**src/rtl/dvfs_level_ctrl.sv**
```systemverilog
module dvfs_level_ctrl #(
  parameter int NLVL  = 4,
  parameter int DIVW  = 3,
  parameter int VOLTW = 4,
  parameter int REQW  = 7
) (
  input  logic                     clk,
  input  logic                     rst_n,
  input  logic                     req_we,
  input  logic [REQW-1:0]          req_pct,
  input  logic                     lut_we,
  input  logic [$clog2(NLVL)-1:0]  lut_idx,
  input  logic [DIVW-1:0]          lut_div,
  input  logic [VOLTW-1:0]         lut_volt,
  input  logic                     max_perf,
  input  logic                     vreg_ack,
  output logic [DIVW-1:0]          div_sel,
  output logic [VOLTW-1:0]         volt_req,
  output logic [$clog2(NLVL)-1:0]  target_idx,
  output logic [$clog2(NLVL)-1:0]  current_idx,
  output logic                     irq
);
  localparam int IDXW = $clog2(NLVL);
  localparam int PCT  = 100;
  localparam logic [IDXW-1:0] TOP = IDXW'(NLVL - 1);

  typedef enum logic [1:0] {S_IDLE, S_UP, S_DNV, S_DNW} st_t;
  st_t st;

  logic [DIVW-1:0]  div_tab  [NLVL];
  logic [VOLTW-1:0] volt_tab [NLVL];
  logic [IDXW-1:0]  sw_tgt, cur, eff, up_i, dn_i, req_idx;
  logic [REQW-1:0]  pct_c;
  int               q;

  assign pct_c = (req_pct > REQW'(PCT)) ? REQW'(PCT) : req_pct;
  always_comb begin
    q = (int'(pct_c) * 2 * NLVL + PCT) / (2 * PCT);
    if (q == 0)         req_idx = '0;
    else if (q > NLVL)  req_idx = TOP;
    else                req_idx = IDXW'(q - 1);
  end

  assign eff         = max_perf ? TOP : sw_tgt;
  assign up_i        = cur + 1'b1;
  assign dn_i        = cur - 1'b1;
  assign target_idx  = eff;
  assign current_idx = cur;

  always_ff @(posedge clk) begin
    if (!rst_n) begin
      st       <= S_IDLE;
      sw_tgt   <= '0;
      cur      <= '0;
      irq      <= 1'b0;
      div_sel  <= DIVW'(NLVL - 1);
      volt_req <= '0;
      for (int i = 0; i < NLVL; i++) begin
        div_tab[i]  <= DIVW'(NLVL - 1 - i);
        volt_tab[i] <= VOLTW'(i);
      end
    end else begin
      irq <= 1'b0;
      if (req_we) sw_tgt <= req_idx;
      if (lut_we) begin
        div_tab[lut_idx]  <= lut_div;
        volt_tab[lut_idx] <= lut_volt;
      end
      case (st)
        S_IDLE:
          if (eff > cur) begin
            volt_req <= volt_tab[up_i];
            st       <= S_UP;
          end else if (eff < cur) begin
            div_sel <= div_tab[dn_i];
            st      <= S_DNV;
          end
        S_UP:
          if (vreg_ack) begin
            div_sel <= div_tab[up_i];
            cur     <= up_i;
            irq     <= (up_i == eff);
            st      <= S_IDLE;
          end
        S_DNV: begin
          volt_req <= volt_tab[dn_i];
          st       <= S_DNW;
        end
        default:
          if (vreg_ack) begin
            cur <= dn_i;
            irq <= (dn_i == eff);
            st  <= S_IDLE;
          end
      endcase
    end
  end

  assert_up_clk_held_R5: assert property (@(posedge clk) disable iff (!rst_n)
    (st == S_UP && !vreg_ack) |=> $stable(div_sel));
  assert_dn_volt_after_clk_R6: assert property (@(posedge clk) disable iff (!rst_n)
    (st == S_DNW) |=> $stable(volt_req) && $stable(div_sel));
  assert_single_step_R7: assert property (@(posedge clk) disable iff (!rst_n)
    (current_idx != $past(current_idx)) |->
      ({1'b0, current_idx} == {1'b0, $past(current_idx)} + 1'b1 ||
       {1'b0, current_idx} + 1'b1 == {1'b0, $past(current_idx)}));
  assert_override_no_drop_R3: assert property (@(posedge clk) disable iff (!rst_n)
    (max_perf && st == S_IDLE) |=> st != S_DNV);
  assert_irq_at_target_R9: assert property (@(posedge clk) disable iff (!rst_n)
    irq |-> current_idx == $past(target_idx));
  assert_irq_pulse_R9: assert property (@(posedge clk) disable iff (!rst_n)
    irq |=> !irq);
endmodule

```
**config.mk**
```make
export PLATFORM = sky130hd
export DESIGN_NAME = dvfs_level_ctrl
export DESIGN_NICKNAME = d
export VERILOG_FILES = /design/src/rtl/dvfs_level_ctrl.sv
export SDC_FILE = /design/constraint.sdc
export NUM_CORES = 1
export LEC_CHECK = 0
export BUFFER_PORTS_ARGS = -buffer_cell sky130_fd_sc_hd__buf_2
export CORE_UTILIZATION = 59
export CTS_CLUSTER_SIZE = 12
export DETAILED_ROUTE_END_ITERATION = 12
export HOLD_SLACK_MARGIN = 0.12
export PLACE_DENSITY = 0.83
export REMOVE_ABC_BUFFERS = 1
export SYNTH_ARGS = -nofsm -noshare
export SYNTH_HDL_FRONTEND = slang
export SYNTH_SLANG_ARGS = --single-unit
```
**constraint.sdc**
```tcl
create_clock -name clk -period 6.7 [get_ports clk]
set_clock_uncertainty 0.05 [all_clocks]
set_input_delay 0.67 -clock clk [delete_from_list [all_inputs] [get_ports clk]]
set_output_delay 0.67 -clock clk [all_outputs]
set_load 0.005 [all_outputs]
```
Word-level counts from Yosys, hierarchy flattened
Memory sizes are Yosys's and may differ from the RTL's.
Index checks and enable logic that the tools add are counted.
Storage, ports and cells
  register bits: 14
  latch bits: 0
  RAM bits: 28
  bits in read-only memories: 0
  bits of input ports: 22
  logic and storage cells: 69
  memories: 2
Cells by class
  $add $sub $neg: 4
  multiply operators: 0
  divide/modulo/power cells: 1
  magnitude comparators: 4
  equal/unequal tests: 9
  shift operators: 0
  mux-type cells: 30
  bitwise operators: 1
  reductions and logical operators: 12
Memories
  volt_tab: depth 4, width 4, read ports 2, clocked after Yosys merged registers in 0, wr ports 4, line 31  | logic [VOLTW-1:0] volt_tab [NLVL];
  div_tab: depth 4, width 3, read ports 2, clocked after Yosys merged registers in 0, wr ports 4, line 30  | logic [DIVW-1:0] div_tab [NLVL];
Operators with widths (count)
  32-bit by 9-bit divider with 32-bit output, second input constant: 1
  32-bit by 4-bit > comparator with 1-bit output, second input constant: 1
  32-bit zero test: 1
  2-bit 2-to-1 mux: 10
  3-bit 2-to-1 mux: 4
  10-bit by 7-bit adder with 11-bit output, second input constant: 1
  1-bit 2-to-1 mux: 8
  4-bit 2-to-1 mux: 2
  2-bit inequality test, second input constant: 4
  2-bit case mux with 2 select lines: 2
  4-bit case mux with 2 select lines: 1
  7-bit > comparator, second input constant: 1
  7-bit 2-to-1 mux: 1
  3-bit case mux with 2 select lines: 1
  2-bit AND reduction: 3
  2-bit == test: 2
  4-bit AND reduction: 1
  2-bit nonzero test: 2
  4-bit OR reduction: 1
  3-bit inequality test, second input constant: 1
  3-bit nonzero test: 1
  3-bit OR reduction: 1
  2-bit by 1-bit adder with 2-bit output, second input constant: 1
  2-bit by 1-bit == test with 1-bit output, second input constant: 1
  other kinds (9): 9

Longest topological paths before layout
Gate-level depths: netlist of run 1.
  word-level depth: 7
  gate-level depth with buffers: 17
  gate-level depth less buffers: 15

Worst setup path after synthesis of run 1
Ideal clock, no wire load.
  kind: input-to-reg
  start point: input req_pct[5]
  end point: register sw_tgt[1]
  arrival: 3845 ps
  path slack: 2735 ps
  cell stages on the path: 16
  buffers on the path: 3
  cell sequence: buf_2 -> o211a_1 -> or2_1 -> clkbuf_1 -> inv_2 -> ha_1 -> clkbuf_1 -> or4b_4 -> o211ai_4 -> and3_4 -> mux2i_1 -> a22oi_2 -> and2_2 -> ha_1 -> maj3_1 -> a21oi_1
On the way
  word-level cells in the longest chain between the ends: 7
  elaborated cells on any way between the ends: 9
Ends and longest elaborated chain
  start, declared: line 10  | input logic [REQW-1:0] req_pct,
  7-bit > comparator: line 36  | assign pct_c = (req_pct > REQW'(PCT)) ? REQW'(PCT) : req_pct;
  7-bit 2-to-1 mux (*): line 36
  10-bit by 7-bit adder with 11-bit output (*): line 38  | q = (int'(pct_c) * 2 * NLVL + PCT) / (2 * PCT);
  32-bit by 9-bit divider with 32-bit output (*): line 38
  32-bit by 4-bit > comparator with 1-bit output or 2-bit subtractor (tied branches): line 40, 41
  2-bit 2-to-1 mux: line 40  | else if (q > NLVL) req_idx = TOP;
  2-bit 2-to-1 mux (*): line 39  | if (q == 0) req_idx = '0;
  end signal, assigned: line 64  | if (req_we) sw_tgt <= req_idx;
  end, declared: line 32  | logic [IDXW-1:0] sw_tgt, cur, eff, up_i, dn_i, req_idx;
Mark *: on every way between the ends. The rest lies on a longest branch, timed or not.
A chain may end at the register's enable or synchronous reset.

Final worst setup path of run 1
  start point: input req_pct[6]
  end point: register sw_tgt[1]
Same word-level chain as after synthesis.

==> results of run 1 <==
cell families (layout without fill, tap and decap cells):
| family | after synthesis | after routing | share of synthesized area (%) |
|---|---|---|---|
| AO/OA/AOI/OAI | 33 | 33 | 10.6 |
| XOR/XNOR | 7 | 7 | 2.62 |
| adder cells (fa/ha/maj) | 8 | 8 | 4.18 |
| buffers and inverters | 21 | 53 | 4.02 |
| flip-flops | 42 | 42 | 48.0 |
| multiplexers | 17 | 17 | 11.1 |
| AND/OR/NAND/NOR | 81 | 81 | 19.5 |
metal layers:
metal	track usage (%)	wire, µm	up-vias
li1	-	-	818
met1	34.0	2130	788
met2	33.1	1840	43
met3	4.93	198	4
met4	6.11	38	0
met5	0	0	-
through the flow:
| stage | utilization [%] | setup slack [ns] | instances |
|---|---|---|---|
| 2_1_floorplan | - | 3.07 | 200 |
| 3_3_place_gp | 67.6 | 2.76 | 281 |
| 3_5_place_dp | 67.6 | 2.64 | 281 |
| 4_1_cts | 69.8 | 2.93 | 289 |
| 5_1_grt | 69.8 | 2.67 | 289 |
| 6_report | 69.8 | 2.91 | 289 |
report_power, final:
| part | switching, mW | leakage [nW] | internal [mW] |
|---|---|---|---|
| sequential | 0.0186 | 0.389 | 0.306 |
| clock | 0.0797 | 0.0395 | 0.0740 |
| combinational | 0.0862 | 0.645 | 0.0881 |
state kept, by name (all words and copies together) (netlist names):
register     flops
volt_tab        16
div_tab         12
volt_req         4
div_sel          3
current_idx      2
st               2
sw_tgt           2
irq              1
path summary, 6_finish.rpt:
check	startpoint	end	slack (ns)	cells after the start
max	req_pct[6]	sw_tgt[1]	2.91	14
min	div_sel[1]	div_sel[1]	0.44	2
max reg2reg	current_idx[0]	div_sel[0]	4.27	5
min reg2reg	div_sel[1]	div_sel[1]	0.44	2
area by class of cell:
cell class,instances,area [µm²]
Inverter,12,45.0
Multi-Input combinational cell,146,1120
Tap cell,48,60.1
Sequential cell,42,1120
Clock buffer,8,80.1
Fill cell,271,1120
Timing Repair Buffer,33,165
synthesized netlist by cell type, types with 2 or more instances:
cell	instances
clkbuf_1	4
nor3_1	4
buf_2	3
a31oi_1	2
o21ai_0	8
dfxtp_1	14
and2_1	15
edfxtp_1	28
nand2b_1	12
o211a_1	2
nor3b_1	4
ha_1	7
mux4_2	7
a21boi_0	3
mux2i_1	9
nand3_1	4
and3_1	5
xor2_1	3
or2_2	4
o211ai_1	3
a21oi_1	3
inv_1	10
nor2b_1	2
nand2_1	13
nor2_1	12
xnor2_1	4
a211oi_1	2
worst max-delay path, stage by stage:
cell      delay (ns)
buf_2           0.18
o211a_1         0.19
or2_1           0.21
inv_2           0.09
ha_1            0.30
or4b_4          0.52
o211ai_4        0.26
and3_4          0.23
mux2i_1         0.27
a22oi_2         0.08
and2_2          0.20
ha_1            0.27
maj3_1          0.35
a21oi_1         0.14
==> impl_metrics.env, run 1 <==
export IMPL_outcome="finished, final reports clean"
export IMPL_crit_fanout=11
export IMPL_finalCritPeriodShare_pct=56.6
export IMPL_slew_headroom_pct=45.2
export IMPL_clock_path_buffers=2
export IMPL_antenna_found_initial=0
export IMPL_routed_wl_mm=4.20
export IMPL_drv_slew=0
export IMPL_yosysTopAreaCell="edfxtp_1"
export IMPL_drcViolationCount=0
export IMPL_final_common_cell="buf_2"
export IMPL_syn_cell_area_mm2=0.00234
export IMPL_stdcell_area_mm2=0.00259
export IMPL_dp_hpwl_mm=3.18
export IMPL_worstPathRequired_ns=6.87
export IMPL_avgSynthCellArea_um2=11.2
export IMPL_synth_main_ff_cell="edfxtp_1"
export IMPL_power_density_mw_per_mm2=252
export IMPL_maxCapViolations=0
export IMPL_path_clk_slew_ns=0.07
export IMPL_layout_nets=269
export IMPL_critPathLaunchType="input pin"
export IMPL_drt_iter0_drc=94
export IMPL_io_pins=34
export IMPL_worstSetupPathType="in -> reg"
export IMPL_gp_congestion=0.890
export IMPL_timing_setup_tns_ns=0
export IMPL_synth_cell_types=49
export IMPL_first_pass_iters=5
export IMPL_track_usage_pct=22.7
export IMPL_core_mm2=0.00372
export IMPL_post_cts_buffers=0
export IMPL_io_buffers=33
export IMPL_layout_drive_gt1_share_pct=23.7
export IMPL_fmax_ghz=0.264
export IMPL_root_buffer="clkbuf_8"
export IMPL_ys_seq_area_share_pct=48.0
export IMPL_ctsHoldBuffers=0
export IMPL_antenna_left=0
export IMPL_tritoncts="built"
export IMPL_grt_first_pass_wirelength_mm=7.17
export IMPL_period_minus_slack_ns=3.79
export IMPL_ys_ff_latch=42
export IMPL_clock_latency_ns=0.29
export IMPL_initial_core_util_pct=62.9
export IMPL_postSynth_asyncResetShare_pct=0
export IMPL_chipHeight_um=64.9
export IMPL_postSynthCellCount=209
export IMPL_finalPower_uw=653
export IMPL_netlist_area_leader_share_pct=36.0
export IMPL_die_w_um=64.9
export IMPL_synthTopCellsByArea="edfxtp_1 (36%), dfxtp_1 (12%), mux4_2 (6.7%)"
export IMPL_placementRows=22
export IMPL_gr_total_overflow=0
export IMPL_cts_resized=0
export IMPL_yosysWarnings=0
export IMPL_antennaDiodeCount=0
export IMPL_synth_enable_flop_cells=28
export IMPL_grt_max_degree=17
export IMPL_worst_pin_slew_ns=0.820
export IMPL_cts_inserted_buffers=5
export IMPL_vias_per_cell=5.72
export IMPL_htreeDepth=2
export IMPL_min_path_type="reg -> reg"
export IMPL_post_drt_wl_per_cell_um=14.5
export IMPL_final_cell_mix="buf_2 (33), edfxtp_1 (28), and2_1 (15)"
export IMPL_route_vias_total=1653
export IMPL_dpl_cell_area_mm2=0.00251
export IMPL_dieArea_mm2=0.00422
export IMPL_syn_to_final_growth_pct=11.0
export IMPL_fin_hold_ws_ns=0.438
export IMPL_grt_pass1_vias=1513
export IMPL_rsz0062_at_grt="false"
export IMPL_finalSetupViolCount=0
export IMPL_cts_sinks=42
export IMPL_ir_worst_vdd_mv=0.156
export IMPL_cp_end_kind="register"
export IMPL_p_leak_nw=1.07
export IMPL_arrival_ns=3.96
export IMPL_hold_viol=0
(Power assumes the default switching activity.)
==> inputs of run 2 (changes only) <==
--- a/config.mk
+++ b/config.mk
@@ -6,11 +6,11 @@
 export NUM_CORES = 1
 export LEC_CHECK = 0
 export BUFFER_PORTS_ARGS = -buffer_cell sky130_fd_sc_hd__buf_2
-export CORE_UTILIZATION = 59
+export CORE_UTILIZATION = 51
 export CTS_CLUSTER_SIZE = 12
 export DETAILED_ROUTE_END_ITERATION = 12
 export HOLD_SLACK_MARGIN = 0.12
-export PLACE_DENSITY = 0.83
+export PLACE_DENSITY = 0.76
 export REMOVE_ABC_BUFFERS = 1
 export SYNTH_ARGS = -nofsm -noshare
 export SYNTH_HDL_FRONTEND = slang
==> constraint.sdc (replaced) <==
create_clock -name clk -period 3.25 [get_ports clk]
set_clock_uncertainty 0.05 [all_clocks]
set_input_delay 0.325 -clock clk [delete_from_list [all_inputs] [get_ports clk]]
set_output_delay 0.325 -clock clk [all_outputs]
set_load 0.005 [all_outputs]
==> impl_metrics.env, run 2 (same netlist as run 1, synthesis figures left out) <==
export IMPL_final_common_cell="buf_2"
export IMPL_drt_iter0_drc=45
export IMPL_drcViolationCount=0
export IMPL_cp_end_kind="register"
export IMPL_placementRows=24
export IMPL_ctsHoldBuffers=0
export IMPL_cp_num_buf_inv=2
export IMPL_min_path_type="in -> reg"
export IMPL_cp_top_family="compound AO/OA/AOI/OAI gates"
export IMPL_clock_path_buffers=2
export IMPL_post_drt_wl_per_cell_um=13.2
export IMPL_power_density_mw_per_mm2=498
export IMPL_critPathMostFrequentCell="ha_1"
export IMPL_finalSetupViolCount=0
export IMPL_regMostFlops="volt_tab"
export IMPL_period_minus_slack_ns=2.95
export IMPL_dieArea_mm2=0.00486
export IMPL_layout_drive_gt1_share_pct=29.7
export IMPL_antenna_left=0
export IMPL_gr_total_overflow=0
export IMPL_track_usage_pct=18.7
export IMPL_critPathLaunchType="input pin"
export IMPL_ir_worst_vdd_mv=0.274
export IMPL_path_clk_slew_ns=0.08
export IMPL_chipHeight_um=69.7
export IMPL_post_cts_buffers=0
export IMPL_io_buffers=33
export IMPL_worstSetupPathType="in -> reg"
export IMPL_path_cells="buf_2, o211a_1, or2_1, ha_1, ha_1, inv_1, o32ai_1, o22ai_1, a21boi_0, o211ai_1, and2_2, ha_1, maj3_1, a21oi_1"
export IMPL_syn_to_final_growth_pct=17.3
export IMPL_rsz0062_at_grt="false"
export IMPL_slew_headroom_pct=61.8
export IMPL_worst_pin_slew_ns=0.568
export IMPL_outcome="finished, final reports clean"
export IMPL_hold_viol=0
export IMPL_cts_resized=0
export IMPL_routed_wl_mm=4.09
export IMPL_dpl_cell_count=304
export IMPL_grt_first_pass_wirelength_mm=7.11
export IMPL_fmax_ghz=0.339
export IMPL_grt_max_degree=17
export IMPL_first_pass_iters=4
export IMPL_worstPathRequired_ns=3.42
export IMPL_io_pins=34
export IMPL_fin_cells=311
export IMPL_r2r_slack_ns=1.30
export IMPL_cts_sinks=42
export IMPL_clock_latency_ns=0.29
export IMPL_tritoncts="built"
export IMPL_die_w_um=69.7
export IMPL_route_vias_total=1631
export IMPL_antenna_found_initial=0
export IMPL_final_cell_mix="buf_2 (33), edfxtp_1 (28), buf_4 (19)"
export IMPL_antennaDiodeCount=0
export IMPL_largest_reg_flops=16
export IMPL_arrival_ns=3.13
export IMPL_gp_congestion=0.838
export IMPL_initial_core_util_pct=53.3
export IMPL_htreeDepth=2
export IMPL_setup_slack_ns=0.297
export IMPL_vias_per_cell=5.24
export IMPL_grt_pass1_vias=1603
export IMPL_finalCritPeriodShare_pct=90.9
export IMPL_layout_nets=288
export IMPL_root_buffer="clkbuf_8"
export IMPL_crit_fanout=4
export IMPL_p_leak_nw=1.16
export IMPL_core_mm2=0.00438
export IMPL_dp_hpwl_mm=3.27
export IMPL_pre_cts_slack_ns=-0.0139
export IMPL_cts_inserted_buffers=5
export IMPL_nFillCells=358
export IMPL_reg_top3="volt_tab: 16 flops, div_tab: 12 flops, volt_req: 4 flops"
export IMPL_slowest_stage="ha_1"
export IMPL_drv_slew=0
export IMPL_slowest_delay_ns=0.35
export IMPL_maxCapViolations=0
-- run 2: cell types whose count changed in the layout (fill, tap and decap cells not counted), sizes merged --
cell,change
clkbuf,-2
buf,+19
clkinvlp,+1
-- run 2: routing by layer --
layer | track usage, % | routed length, µm | part of all wire [%] | vias up
li1 | - | - | - | 850
met1 | 22.6 | 1810 | 44 | 739
met2 | 32.8 | 2100 | 51 | 37
met3 | 4.94 | 143 | 3.5 | 5
met4 | 5.33 | 34 | 0.83 | 0
met5 | 0 | 0 | 0 | -
-- run 2: area by class of cell --
type                       instances  area, µm²  share of cell area, %
clock buffer                       6       72.6                   2.65
clock inverter                     1       7.51                  0.274
inverter                          12       45.0                   1.64
multi-input combinational        146       1120                   40.9
sequential                        42       1120                   40.9
tap                               52       65.1                   2.37
timing repair buffer              52        308                   11.2
-- run 2: final timing paths --
check             depth (start not counted)    endpoint       start
setup / recovery                         14   sw_tgt[1]  req_pct[3]
hold / removal                            2   sw_tgt[1]      req_we
setup reg to reg                          7  div_sel[0]   sw_tgt[1]
hold reg to reg                           2  div_sel[0]  div_sel[0]
-- run 2: power breakdown --
| group | switching, mW | leakage (nW) | internal (mW) |
|---|---|---|---|
| clock network | 0.164 | 0.0373 | 0.147 |
| registers | 0.0290 | 0.389 | 0.631 |
| logic | 0.187 | 0.738 | 0.204 |
-- run 2: metrics by stage --
stage | utilization, % | setup TNS (ns) | hold slack, ns | cell area [µm²] | power, mW
4_1_cts | 62.5 | 0 | 0.193 | 2740 | 1.38
3_5_place_dp | 60.7 | -0.0139 | 0.430 | 2660 | 1.07
2_1_floorplan | - | -0.0351 | 0.337 | 2290 | 0.935
6_report | 62.5 | 0 | 0.208 | 2740 | 1.36
3_3_place_gp | 60.7 | 0 | 0.423 | 2660 | 1.06
5_1_grt | 62.5 | 0 | 0.223 | 2740 | 1.45
